[src/rtl/rxf_pkg.sv]
package rxf_pkg;

  typedef enum logic [1:0] {WR_DATA, WR_PAD, WR_ST1, WR_ST2} wr_state_t;
  typedef enum logic [1:0] {DM_IDLE, DM_REQ, DM_BURST} dma_state_t;

  // Lane that receives the byte at stream position pos within a 4-byte entry.
  function automatic logic [1:0] lane_of(input logic [1:0] pos, input logic big);
    return big ? ~pos : pos;
  endfunction

  // Threshold in bytes for a 2-bit code, capped so it stays below capacity.
  function automatic int unsigned thr_bytes(input logic [1:0] code, input int unsigned cap);
    int unsigned words;
    int unsigned b;
    case (code)
      2'd0:    words = 2;
      2'd1:    words = 4;
      2'd2:    words = 8;
      default: words = 12;
    endcase
    b = words * 2;
    if (b > cap) b = cap;
    return b;
  endfunction

endpackage

[src/rtl/rxf_store.sv]
module rxf_store #(
  parameter int ENTRIES = 8,
  localparam int EW = $clog2(ENTRIES)
) (
  input  logic          clk,
  input  logic          we,
  input  logic [EW-1:0] wr_entry,
  input  logic [1:0]    wr_lane,
  input  logic [7:0]    wr_byte,
  input  logic [EW-1:0] rd_entry,
  input  logic          rd_half,
  output logic [15:0]   rd_word
);

  logic [7:0] lane_out [4];

  for (genvar l = 0; l < 4; l++) begin : g_lane
    logic [7:0] mem [ENTRIES];
    always_ff @(posedge clk) begin
      if (we && (wr_lane == 2'(l))) mem[wr_entry] <= wr_byte;
    end
    assign lane_out[l] = mem[rd_entry];
  end

  assign rd_word = rd_half ? {lane_out[3], lane_out[2]} : {lane_out[1], lane_out[0]};

endmodule

[src/rtl/rxf_wr.sv]
module rxf_wr
  import rxf_pkg::*;
#(
  parameter int PW = 6
) (
  input  logic          clk,
  input  logic          rst_n,
  input  logic          big,
  input  logic          in_valid,
  input  logic [7:0]    in_byte,
  input  logic          eop_valid,
  input  logic [15:0]   eop_status,
  input  logic          full,
  output logic          we,
  output logic [7:0]    wbyte,
  output logic [PW-1:0] wptr,
  output logic          ovf
);

  wr_state_t   st;
  logic [15:0] stat_q;
  logic        cand_valid;
  logic        wr_fire;
  logic        wr_drop;
  logic        pad_needed;

  always_comb begin
    cand_valid = 1'b0;
    wbyte      = in_byte;
    case (st)
      WR_DATA: begin cand_valid = in_valid; wbyte = in_byte; end
      WR_PAD:  begin cand_valid = 1'b1;     wbyte = 8'hFF;   end
      WR_ST1:  begin cand_valid = 1'b1;     wbyte = big ? stat_q[15:8] : stat_q[7:0]; end
      default: begin cand_valid = 1'b1;     wbyte = big ? stat_q[7:0]  : stat_q[15:8]; end
    endcase
  end

  assign wr_fire    = cand_valid && !full;
  assign wr_drop    = cand_valid && full;
  assign we         = wr_fire;
  assign pad_needed = wptr[0] ^ wr_fire;

  always_ff @(posedge clk) begin
    if (!rst_n) begin
      st     <= WR_DATA;
      stat_q <= '0;
      wptr   <= '0;
      ovf    <= 1'b0;
    end else begin
      if (wr_fire) wptr <= wptr + PW'(1);
      if (wr_drop) ovf  <= 1'b1;
      case (st)
        WR_DATA: if (eop_valid) begin
          stat_q <= eop_status;
          st     <= pad_needed ? WR_PAD : WR_ST1;
        end
        WR_PAD:  st <= WR_ST1;
        WR_ST1:  st <= WR_ST2;
        default: st <= WR_DATA;
      endcase
    end
  end

  // a discarded write raises the flag, and the flag never clears
  a_r1_drop_sets_flag: assert property (@(posedge clk) disable iff (!rst_n)
    wr_drop |=> ovf);
  a_r1_flag_sticky: assert property (@(posedge clk) disable iff (!rst_n)
    ovf |=> ovf);
  // the status bytes always begin on a word boundary
  a_r8_status_aligned: assert property (@(posedge clk) disable iff (!rst_n)
    (st == WR_ST1) |-> (!wptr[0] || ovf));

endmodule

[src/rtl/rxf_dma.sv]
module rxf_dma
  import rxf_pkg::*;
#(
  parameter int PW      = 6,
  parameter int DEPTH_B = 32
) (
  input  logic          clk,
  input  logic          rst_n,
  input  logic          empty_fill,
  input  logic [1:0]    thr_code,
  input  logic [PW-1:0] occ,
  input  logic          dma_gnt,
  input  logic          rd_en,
  output logic          dma_req,
  output logic          rd_fire,
  output logic [PW-1:0] rptr
);

  dma_state_t    st;
  logic [PW-1:0] thr;
  logic [PW-1:0] remain;
  logic [PW-1:0] done_cnt;
  logic          above;
  logic          last_word;

  assign thr       = PW'(thr_bytes(thr_code, DEPTH_B - 2));
  assign above     = occ > thr;
  assign dma_req   = (st != DM_IDLE);
  assign rd_fire   = (st == DM_BURST) && rd_en;
  assign last_word = rd_fire && (remain == PW'(1));

  always_ff @(posedge clk) begin
    if (!rst_n) begin
      st       <= DM_IDLE;
      remain   <= '0;
      done_cnt <= '0;
      rptr     <= '0;
    end else begin
      case (st)
        DM_IDLE: if (above) st <= DM_REQ;
        DM_REQ: if (dma_gnt) begin
          st       <= DM_BURST;
          remain   <= empty_fill ? (occ >> 1) : (thr >> 1);
          done_cnt <= '0;
        end
        default: if (rd_fire) begin
          remain   <= remain - PW'(1);
          done_cnt <= done_cnt + PW'(1);
          rptr     <= rptr + PW'(2);
          if (last_word) st <= DM_IDLE;
        end
      endcase
    end
  end

  // a request only ever rises after occupancy exceeded the threshold
  a_r4_req_above: assert property (@(posedge clk) disable iff (!rst_n)
    $rose(dma_req) |-> $past(occ > thr));
  // a word is never taken from fewer than two held bytes
  a_r5_word_present: assert property (@(posedge clk) disable iff (!rst_n)
    rd_fire |-> (occ >= PW'(2)));
  // a block burst ends after exactly the threshold word count
  a_r6_block_len: assert property (@(posedge clk) disable iff (!rst_n)
    (last_word && !empty_fill) |-> (done_cnt == (thr >> 1) - PW'(1)));
  // the request is low after the final word
  a_r11_req_drops: assert property (@(posedge clk) disable iff (!rst_n)
    last_word |=> !dma_req);

endmodule

[src/rtl/rx_endian_fifo.sv]
module rx_endian_fifo
  import rxf_pkg::*;
#(
  parameter int ENTRIES = 8
) (
  input  logic                         clk,
  input  logic                         rst_n,
  input  logic                         cfg_big_endian,
  input  logic                         cfg_empty_fill,
  input  logic [1:0]                   cfg_thr_code,
  input  logic                         in_valid,
  input  logic [7:0]                   in_byte,
  input  logic                         eop_valid,
  input  logic [15:0]                  eop_status,
  output logic                         dma_req,
  input  logic                         dma_gnt,
  input  logic                         rd_en,
  output logic [15:0]                  rd_data,
  output logic [$clog2(ENTRIES*4):0]   occupancy,
  output logic                         overflow
);

  localparam int DEPTH_B = ENTRIES * 4;
  localparam int PW      = $clog2(DEPTH_B) + 1;
  localparam int EW      = $clog2(ENTRIES);

  logic [PW-1:0] wptr;
  logic [PW-1:0] rptr;
  logic [PW-1:0] occ;
  logic          full;
  logic          we;
  logic [7:0]    wbyte;
  logic          rd_fire;
  logic [1:0]    wr_lane;
  logic          rd_half;

  assign occ       = wptr - rptr;
  assign full      = (occ == PW'(DEPTH_B));
  assign occupancy = occ;
  assign wr_lane   = lane_of(wptr[1:0], cfg_big_endian);
  assign rd_half   = cfg_big_endian ? ~rptr[1] : rptr[1];

  rxf_wr #(.PW(PW)) u_wr (
    .clk        (clk),
    .rst_n      (rst_n),
    .big        (cfg_big_endian),
    .in_valid   (in_valid),
    .in_byte    (in_byte),
    .eop_valid  (eop_valid),
    .eop_status (eop_status),
    .full       (full),
    .we         (we),
    .wbyte      (wbyte),
    .wptr       (wptr),
    .ovf        (overflow)
  );

  rxf_dma #(.PW(PW), .DEPTH_B(DEPTH_B)) u_dma (
    .clk        (clk),
    .rst_n      (rst_n),
    .empty_fill (cfg_empty_fill),
    .thr_code   (cfg_thr_code),
    .occ        (occ),
    .dma_gnt    (dma_gnt),
    .rd_en      (rd_en),
    .dma_req    (dma_req),
    .rd_fire    (rd_fire),
    .rptr       (rptr)
  );

  rxf_store #(.ENTRIES(ENTRIES)) u_store (
    .clk      (clk),
    .we       (we),
    .wr_entry (wptr[EW+1:2]),
    .wr_lane  (wr_lane),
    .wr_byte  (wbyte),
    .rd_entry (rptr[EW+1:2]),
    .rd_half  (rd_half),
    .rd_word  (rd_data)
  );

  // occupancy never exceeds capacity
  a_r1_occ_bound: assert property (@(posedge clk) disable iff (!rst_n)
    occ <= PW'(DEPTH_B));
  // while full, a write and a read never both change the count the wrong way
  a_r1_full_no_grow: assert property (@(posedge clk) disable iff (!rst_n)
    (full && !rd_fire) |=> (occ == PW'(DEPTH_B)));

endmodule

[config.mk]
export PLATFORM = sky130hd
export DESIGN_NAME = rx_endian_fifo
export DESIGN_NICKNAME = d
export VERILOG_FILES = /design/src/rtl/rxf_pkg.sv /design/src/rtl/rxf_store.sv /design/src/rtl/rxf_wr.sv /design/src/rtl/rxf_dma.sv /design/src/rtl/rx_endian_fifo.sv
export SDC_FILE = /design/constraint.sdc
export NUM_CORES = 1
export LEC_CHECK = 0
export BUFFER_PORTS_ARGS = -buffer_cell sky130_fd_sc_hd__buf_2
export CORE_ASPECT_RATIO = 1.4
export CORE_MARGIN = 2
export CORE_UTILIZATION = 50
export DETAILED_ROUTE_END_ITERATION = 7
export PLACE_DENSITY_LB_ADDON = 0.12
export SKIP_LAST_GASP = 1
export SYNTH_ARGS = -nofsm -noshare
export SYNTH_HDL_FRONTEND = slang
export SYNTH_SLANG_ARGS = --single-unit
[constraint.sdc]
create_clock -name clk -period 3.63 [get_ports clk]
set_clock_uncertainty 0.05 [all_clocks]
set_input_delay 0.1815 -clock clk [delete_from_list [all_inputs] [get_ports clk]]
set_output_delay 0.1815 -clock clk [all_outputs]
set_load 0.02 [all_outputs]
==> results of run 1 <==
## final timing paths
path                                      end  depth (start not counted)  slack (ns)      startpoint
setup / recovery  u_store.g_lane[0].mem[2][5]                         10        0.32    u_wr.wptr[1]
hold / removal                       u_wr.ovf                          4        0.06        in_valid
setup reg to reg  u_store.g_lane[0].mem[2][5]                         10        0.32    u_wr.wptr[1]
hold reg to reg                u_wr.stat_q[4]                          2        0.42  u_wr.stat_q[4]
## per-stage QoR
step | cell area, um^2 | hold WS [ns] | util (%) | total power, uW
6_report | 14400 | 0.0615 | 59.0 | 10000
5_1_grt | 14400 | 0.0770 | 59.0 | 10400
4_1_cts | 14400 | 0.0463 | 58.9 | 10100
3_5_place_dp | 13400 | 0.392 | 54.5 | 7240
3_3_place_gp | 13400 | 0.386 | 54.5 | 7170
2_1_floorplan | 12400 | 0.276 | - | 6060
## routing by layer
layer	GRT usage, %	vias to the layer above
met1	29.8	3564
met4	6.19	0
li1	-	3194
met2	38.3	214
met3	2.84	44
met5	0	-
## worst reg2reg max path: cells and delay by family (launching register included)
kind | cells | cell delay, ns
AO/OA/AOI/OAI | 3 | 0.92
XOR/XNOR | 1 | 0.16
adder cells (fa/ha/maj) | 2 | 0.69
buffers and inverters | 2 | 0.34
flip-flops | 1 | 0.47
AND/OR/NAND/NOR | 2 | 0.39
## cell usage in the layout (no fill, tap or decap), types with 4 or more instances in the layout
master         instances
nor2_1                42
clkbuf_1               4
clkinv_1               8
a21oi_1               50
edfxtp_1             256
dfxtp_1               38
nand2_1               62
clkbuf_16             29
dlygate4sd3_1         18
buf_2                 57
nor3_1                 7
buf_4                 47
nand2b_1              12
clkinv_2               4
nor2b_1               21
xnor2_1                7
a211oi_1              16
ha_1                  15
and2_1                13
inv_1                 16
o21ai_0               17
mux2i_1               18
nand3_1               10
a21boi_0              17
mux4_2                64
a211oi_4               8
## report_power, final
group / switching [uW] / total (uW) / internal, uW
sequential: 119 / 4710 / 4590
clock: 1200 / 2860 / 1660
combinational: 1710 / 2420 / 710
## registers in the layout, indices dropped and copies added, names as in the netlist, named ones only
signal              cells
u_store.g_lane.mem    256
u_wr.stat_q            16
u_dma.remain            6
u_wr.wptr               6
u_dma.rptr              5
u_dma.st                2
u_wr.st                 2
u_wr.ovf                1
## kinds of logic (layout without fill, tap and decap cells)
family,Yosys count,count (layout),share of synthesized area [%]
buffers and inverters,58,188,2.13
XOR/XNOR,13,13,1.04
AND/OR/NAND/NOR,188,188,7.36
flip-flops,297,297,68.5
multiplexers,84,84,13.3
AO/OA/AOI/OAI,120,120,6.03
adder cells (fa/ha/maj),16,16,1.67
## layout make-up
cell class / count / share of cell area (%)
clock inverters: 16 / 1.06
clock buffers: 33 / 5.13
flip-flops and latches: 297 / 58.9
inverters: 17 / 0.442
multi-input cells: 421 / 26.0
repair buffers: 122 / 5.66
well taps: 315 / 2.73
## timing repair
item,in CTS,in global routing
hold endpoints to repair,18,0
setup endpoints to repair,0,16
hold buffers,18,0
gates resized for setup,0,2
==> key figures, run 1 <==
Status
  • Outcome: complete, no violations

Die
  • Die Span X: 137 um
  • Height of the die: 190 um
  • IO Count: 58
  • Num rows: 68
  • Die area: 0.0261 mm^2
  • Core ar.: 0.0245 mm^2
  • Starting Density: 50.7%

GRT
  • Largest net degree at the start of global routing: 42
  • Antenna violations before repair: 0
  • Gr usage total: 22.3%
  • First-pass GRT wire length: 43,200 um
  • Number of global-route vias before repair: 7,391
  • Remaining global-route overflow: 0

Placed design
  • GPL Wtd Cong: 0.848
  • IO buf count: 57
  • Placement-stage worst setup slack: 0.277 ns
  • Post-placement cell count: 1,154
  • HPWL after detailed placement: 18,300 um

Routing
  • Number of DRC markers in iteration 0: 569
  • Vias per inst: 5.75
  • Per-cell routed wire length: 22.9 um
  • Via count: 7,016
  • Wire length on met2: 14,700 um
  • First-pass iteration count of the detailed router: 4
  • Post-Route WL: 28,000 um
  • Max layer used: met4
  • DRC errors left: 0
  • M1 WL: 11,200 um
  • Metal3 WL: 1460 um
  • Final ANT Viol Nets: 0

CTS
  • Htree depth: 1
  • Clk_lat worst skew: 0.53 ns
  • # clock sinks: 297
  • CTS buffer count: 29
  • Worst-path clk slew: 0.06 ns
  • CTS tree: yes
  • Root Buffer: clkbuf_16
  • Post-CTS Setup Bufs: 0
  • Deepest clock path buffer count: 3

Synth
  • Seq/Total Area, Yosys: 68.5%
  • Post-synthesis cell area: 0.0124 mm^2
  • Yosys reg bits: 297
  • Number of flops mapped to enable cells by yosys: 256
  • Async S/R FF share, synth: 0%
  • Post-synth top area share: 61.9%
  • Post-synth cell types: 48
  • Mapped Cells: 776
  • Most frequent cell after synthesis: edfxtp_1
  • Syn. warnings: 0
  • Top cells by area, synth: edfxtp_1, mux4_2, dfxtp_1
  • Synth Flop Type: edfxtp_1
  • Synth top cells by count: edfxtp_1, mux4_2, nand2_1
  • Synth Area per Inst: 16.0 um^2
  • Synth area leader: edfxtp_1
  • Mapped Nets: 826

Power and ir drop
  • Leak: 0.00485 uW
  • Peak supply drop: 0.000448 V
  • Power Density: 692 mW/mm^2

Finish
  • Number of diodes: 0
  • Share of layout cells above drive strength 1: 25.7%
  • Finished Layout Cells: 1,221
  • Fill cells: 1,876
  • Final #Nets: 938
  • Multi-input logic area: 0.00376 mm^2
  • Register area: 0.00851 mm^2
  • Area grow syn2layout: 16.3%

Worst setup path
  • Critical Path Max Stage Delay: 0.47 ns
  • Largest fanout on the critical path: 10
  • Cell Chain, Critical Path: inv_1 > ha_1 > fa_1 > nand2b_1 > a21oi_1 > xnor2_2 > a31oi_4 > o21ai_1 > nor2_1 > buf_4
  • Kind of end point of the critical path: flip-flop
  • Critical Path RT: 3.82 ns
  • WP buf/inv: 2
  • Slowest CP cell: dfxtp_1
  • Kind of critical path: reg -> reg
  • Crit path launch type: flip-flop
  • Arrival time at the worst endpoint: 3.50 ns
  • Delay-heaviest family, CP: compound AO/OA/AOI/OAI gates

STA
  • Final worst path period share: 91.2%
  • Slew margin rel.: 29.6%
  • Hold Vio Cnt, Final: 0
  • Worst Tran Pin Value: 1.05 ns
  • Worst setup margin: 0.319 ns
  • Setup-violating endpoint count in the final report: 0
  • FMAX: 302 MHz
  • Minimum clock period: 3.31 ns
  • Setup Total Neg Slack: 0 ns
  • Final Max Tran Viols: 0
  • RSZ-0062 raised after global routing: false

Run
  • Max-cap violations: 0

Worst hold path
  • Hold Crit Class: in -> reg
No activity file was read; power rests on OpenSTA's default activity.
==> inputs of run 2 (changes only) <==
clock period = 3.99 ns   (was 3.63 ns; I/O delays follow)
==> key figures, run 2 (synthesis results as in run 1) <==
Status
  • Outcome: complete, no violations

Finish
  • Number of diodes: 0
  • Area grow syn2layout: 15.3%
  • Largest register FFs: 256
  • Most flops, register: u_store.g_lane.mem
  • Most common cell after layout, fill and taps aside: edfxtp_1
  • Most frequent cells in the layout: edfxtp_1, mux4_2, nand2_1
  • Share of layout cells above drive strength 1: 23.9%
  • Cell area after layout: 0.0143 mm^2
  • Post-layout util: 58.5%
  • Final #Nets: 913
  • Largest regs: u_store.g_lane.mem x256, u_wr.stat_q x16

Placed design
  • Post-DP Area: 0.0132 mm^2
  • HPWL after detailed placement: 18,200 um
  • GPL Wtd Cong: 0.814
  • IO buf count: 57
  • Placement-stage worst setup slack: 0.330 ns

Power and ir drop
  • Switching Share: 30.0%
  • Leak: 0.00475 uW
  • NetSw: 2760 uW
  • Power Density: 644 mW/mm^2
  • Part of the power in registers: 46.6%
  • Comb pwr share: 23.5%
  • Internal power: 6460 uW
  • Peak supply drop: 0.000362 V
  • Clock power share: 29.9%

STA
  • Worst setup margin: 0.393 ns
  • Final hold slack: 0.0903 ns
  • FMAX: 278 MHz
  • Final Max Tran Viols: 0
  • Minimum clock period: 3.60 ns
  • Final worst path period share: 90.2%
  • Worst Tran Pin Value: 1.27 ns
  • Hold Vio Cnt, Final: 0
  • Slew margin rel.: 15.2%
  • Setup Total Neg Slack: 0 ns
  • RSZ-0062 raised after global routing: false
  • Setup-violating endpoint count in the final report: 0

CTS
  • Clk_lat worst skew: 0.54 ns
  • Deepest clock path buffer count: 3
  • CTS tree: yes
  • Root Buffer: clkbuf_16
  • Post-CTS sizing: 0
  • Htree depth: 1
  • Post-CTS Setup Bufs: 0
  • Worst-path clk slew: 0.07 ns
  • # clock sinks: 297
  • CTS buffer count: 28

GRT
  • Remaining global-route overflow: 0
  • First-pass GRT wire length: 42,900 um
  • Gr usage total: 22.1%
  • Antenna violations before repair: 0
  • Number of global-route vias before repair: 7,372
  • Largest net degree at the start of global routing: 42

Run
  • Max-cap violations: 0

Routing
  • Final ANT Viol Nets: 0
  • Per-cell routed wire length: 23.1 um
  • Post-Route WL: 27,700 um
  • Vias per inst: 5.77
  • DRC errors left: 0
  • Metal3 WL: 1440 um
  • Via count: 6,924
  • Max layer used: met4
  • Number of DRC markers in iteration 0: 551
  • M1 WL: 11,400 um
  • Wire length on met2: 14,100 um
  • First-pass iteration count of the detailed router: 4

Worst hold path
  • Hold Crit Class: in -> reg

Die
  • IO Count: 58
  • Die area: 0.0261 mm^2
  • Starting Density: 50.7%
  • Die Span X: 137 um
  • Num rows: 68
  • Core ar.: 0.0245 mm^2
  • Height of the die: 190 um

Worst setup path
  • FF-to-FF Start: u_wr.wptr[1]
  • Worst Setup SP: u_wr.wptr[1]
  • Worst setup path end: u_store.g_lane[0].mem[1][3]
  • Worst R2R End: u_store.g_lane[0].mem[1][3]
  • Largest fanout on the critical path: 10
  • Cell Chain, Critical Path: inv_1 > ha_1 > fa_1 > nand2b_1 > a21oi_1 > xnor2_2 > a31oi_4 > o21ai_1 > nor2_1
  • Critical Path RT: 4.10 ns
  • Kind of critical path: reg -> reg
  • Crit path launch type: flip-flop
  • Kind of end point of the critical path: flip-flop
  • Reg2Reg Setup Slack: 0.39 ns
  • Slowest CP cell: nor2_1
  • Arrival time at the worst endpoint: 3.71 ns
  • Critical Path Max Stage Delay: 0.58 ns
  • Register-to-Register Path Depth: 9
## run 2: through the flow
stage / power, uW / instances
after floorplan: 5510 / 776
after global placement: 6500 / 1130
after detailed placement: 6560 / 1130
after CTS: 9300 / 1199
after global routing: 9590 / 1199
final: 9220 / 1199
## run 2: repair_timing
item	in CTS	in global routing
endpoints found under the setup margin	0	0
endpoints found under the hold margin	18	0
hold buffers	18	0
## run 2: cell type report
type                    count  area, um^2
multi-input cells         421        3760
well taps                 315         394
flip-flops and latches    297        8510
inverters                  17        63.8
fillers                  1888       10200
clock inverters            19         219
repair buffers             98         638
clock buffers              32         737
## run 2: worst min path at each step
stage                              start              end  cells past startpoint
after detailed placement  u_wr.stat_q[2]   u_wr.stat_q[2]                      2
final                           in_valid         u_wr.ovf                      4
after global placement    eop_status[11]  u_wr.stat_q[11]                      3
after CTS                       in_valid         u_wr.ovf                      4
after global routing            in_valid         u_wr.ovf                      4
after floorplan           eop_status[10]  u_wr.stat_q[10]                      2
## run 2: metal layers
| metal | up-vias | global-route usage, % |
|---|---|---|
| met5 | - | 0 |
| met3 | 47 | 3.46 |
| li1 | 3152 | - |
| met1 | 3517 | 29.1 |
| met4 | 0 | 6.26 |
| met2 | 208 | 38.0 |
## run 2: power by group through the flow
stage / Combinational [uW] / Clock (uW) / Sequential [uW]
2_1_floorplan: 1180 / 0 / 4330
3_3_place_gp: 2140 / 0 / 4360
3_5_place_dp: 2200 / 0 / 4360
4_1_cts: 2210 / 2790 / 4300
5_1_grt: 2360 / 2910 / 4320
6_report: 2170 / 2750 / 4300
## run 2: critical path: cells and delay by family, from the launching register on
kind	cells	cell delay, ns
compound gates	3	0.96
simple gates	2	0.75
fa+ha+maj	2	0.70
flops	1	0.47
xor+xnor	1	0.17
buf+inv	1	0.13
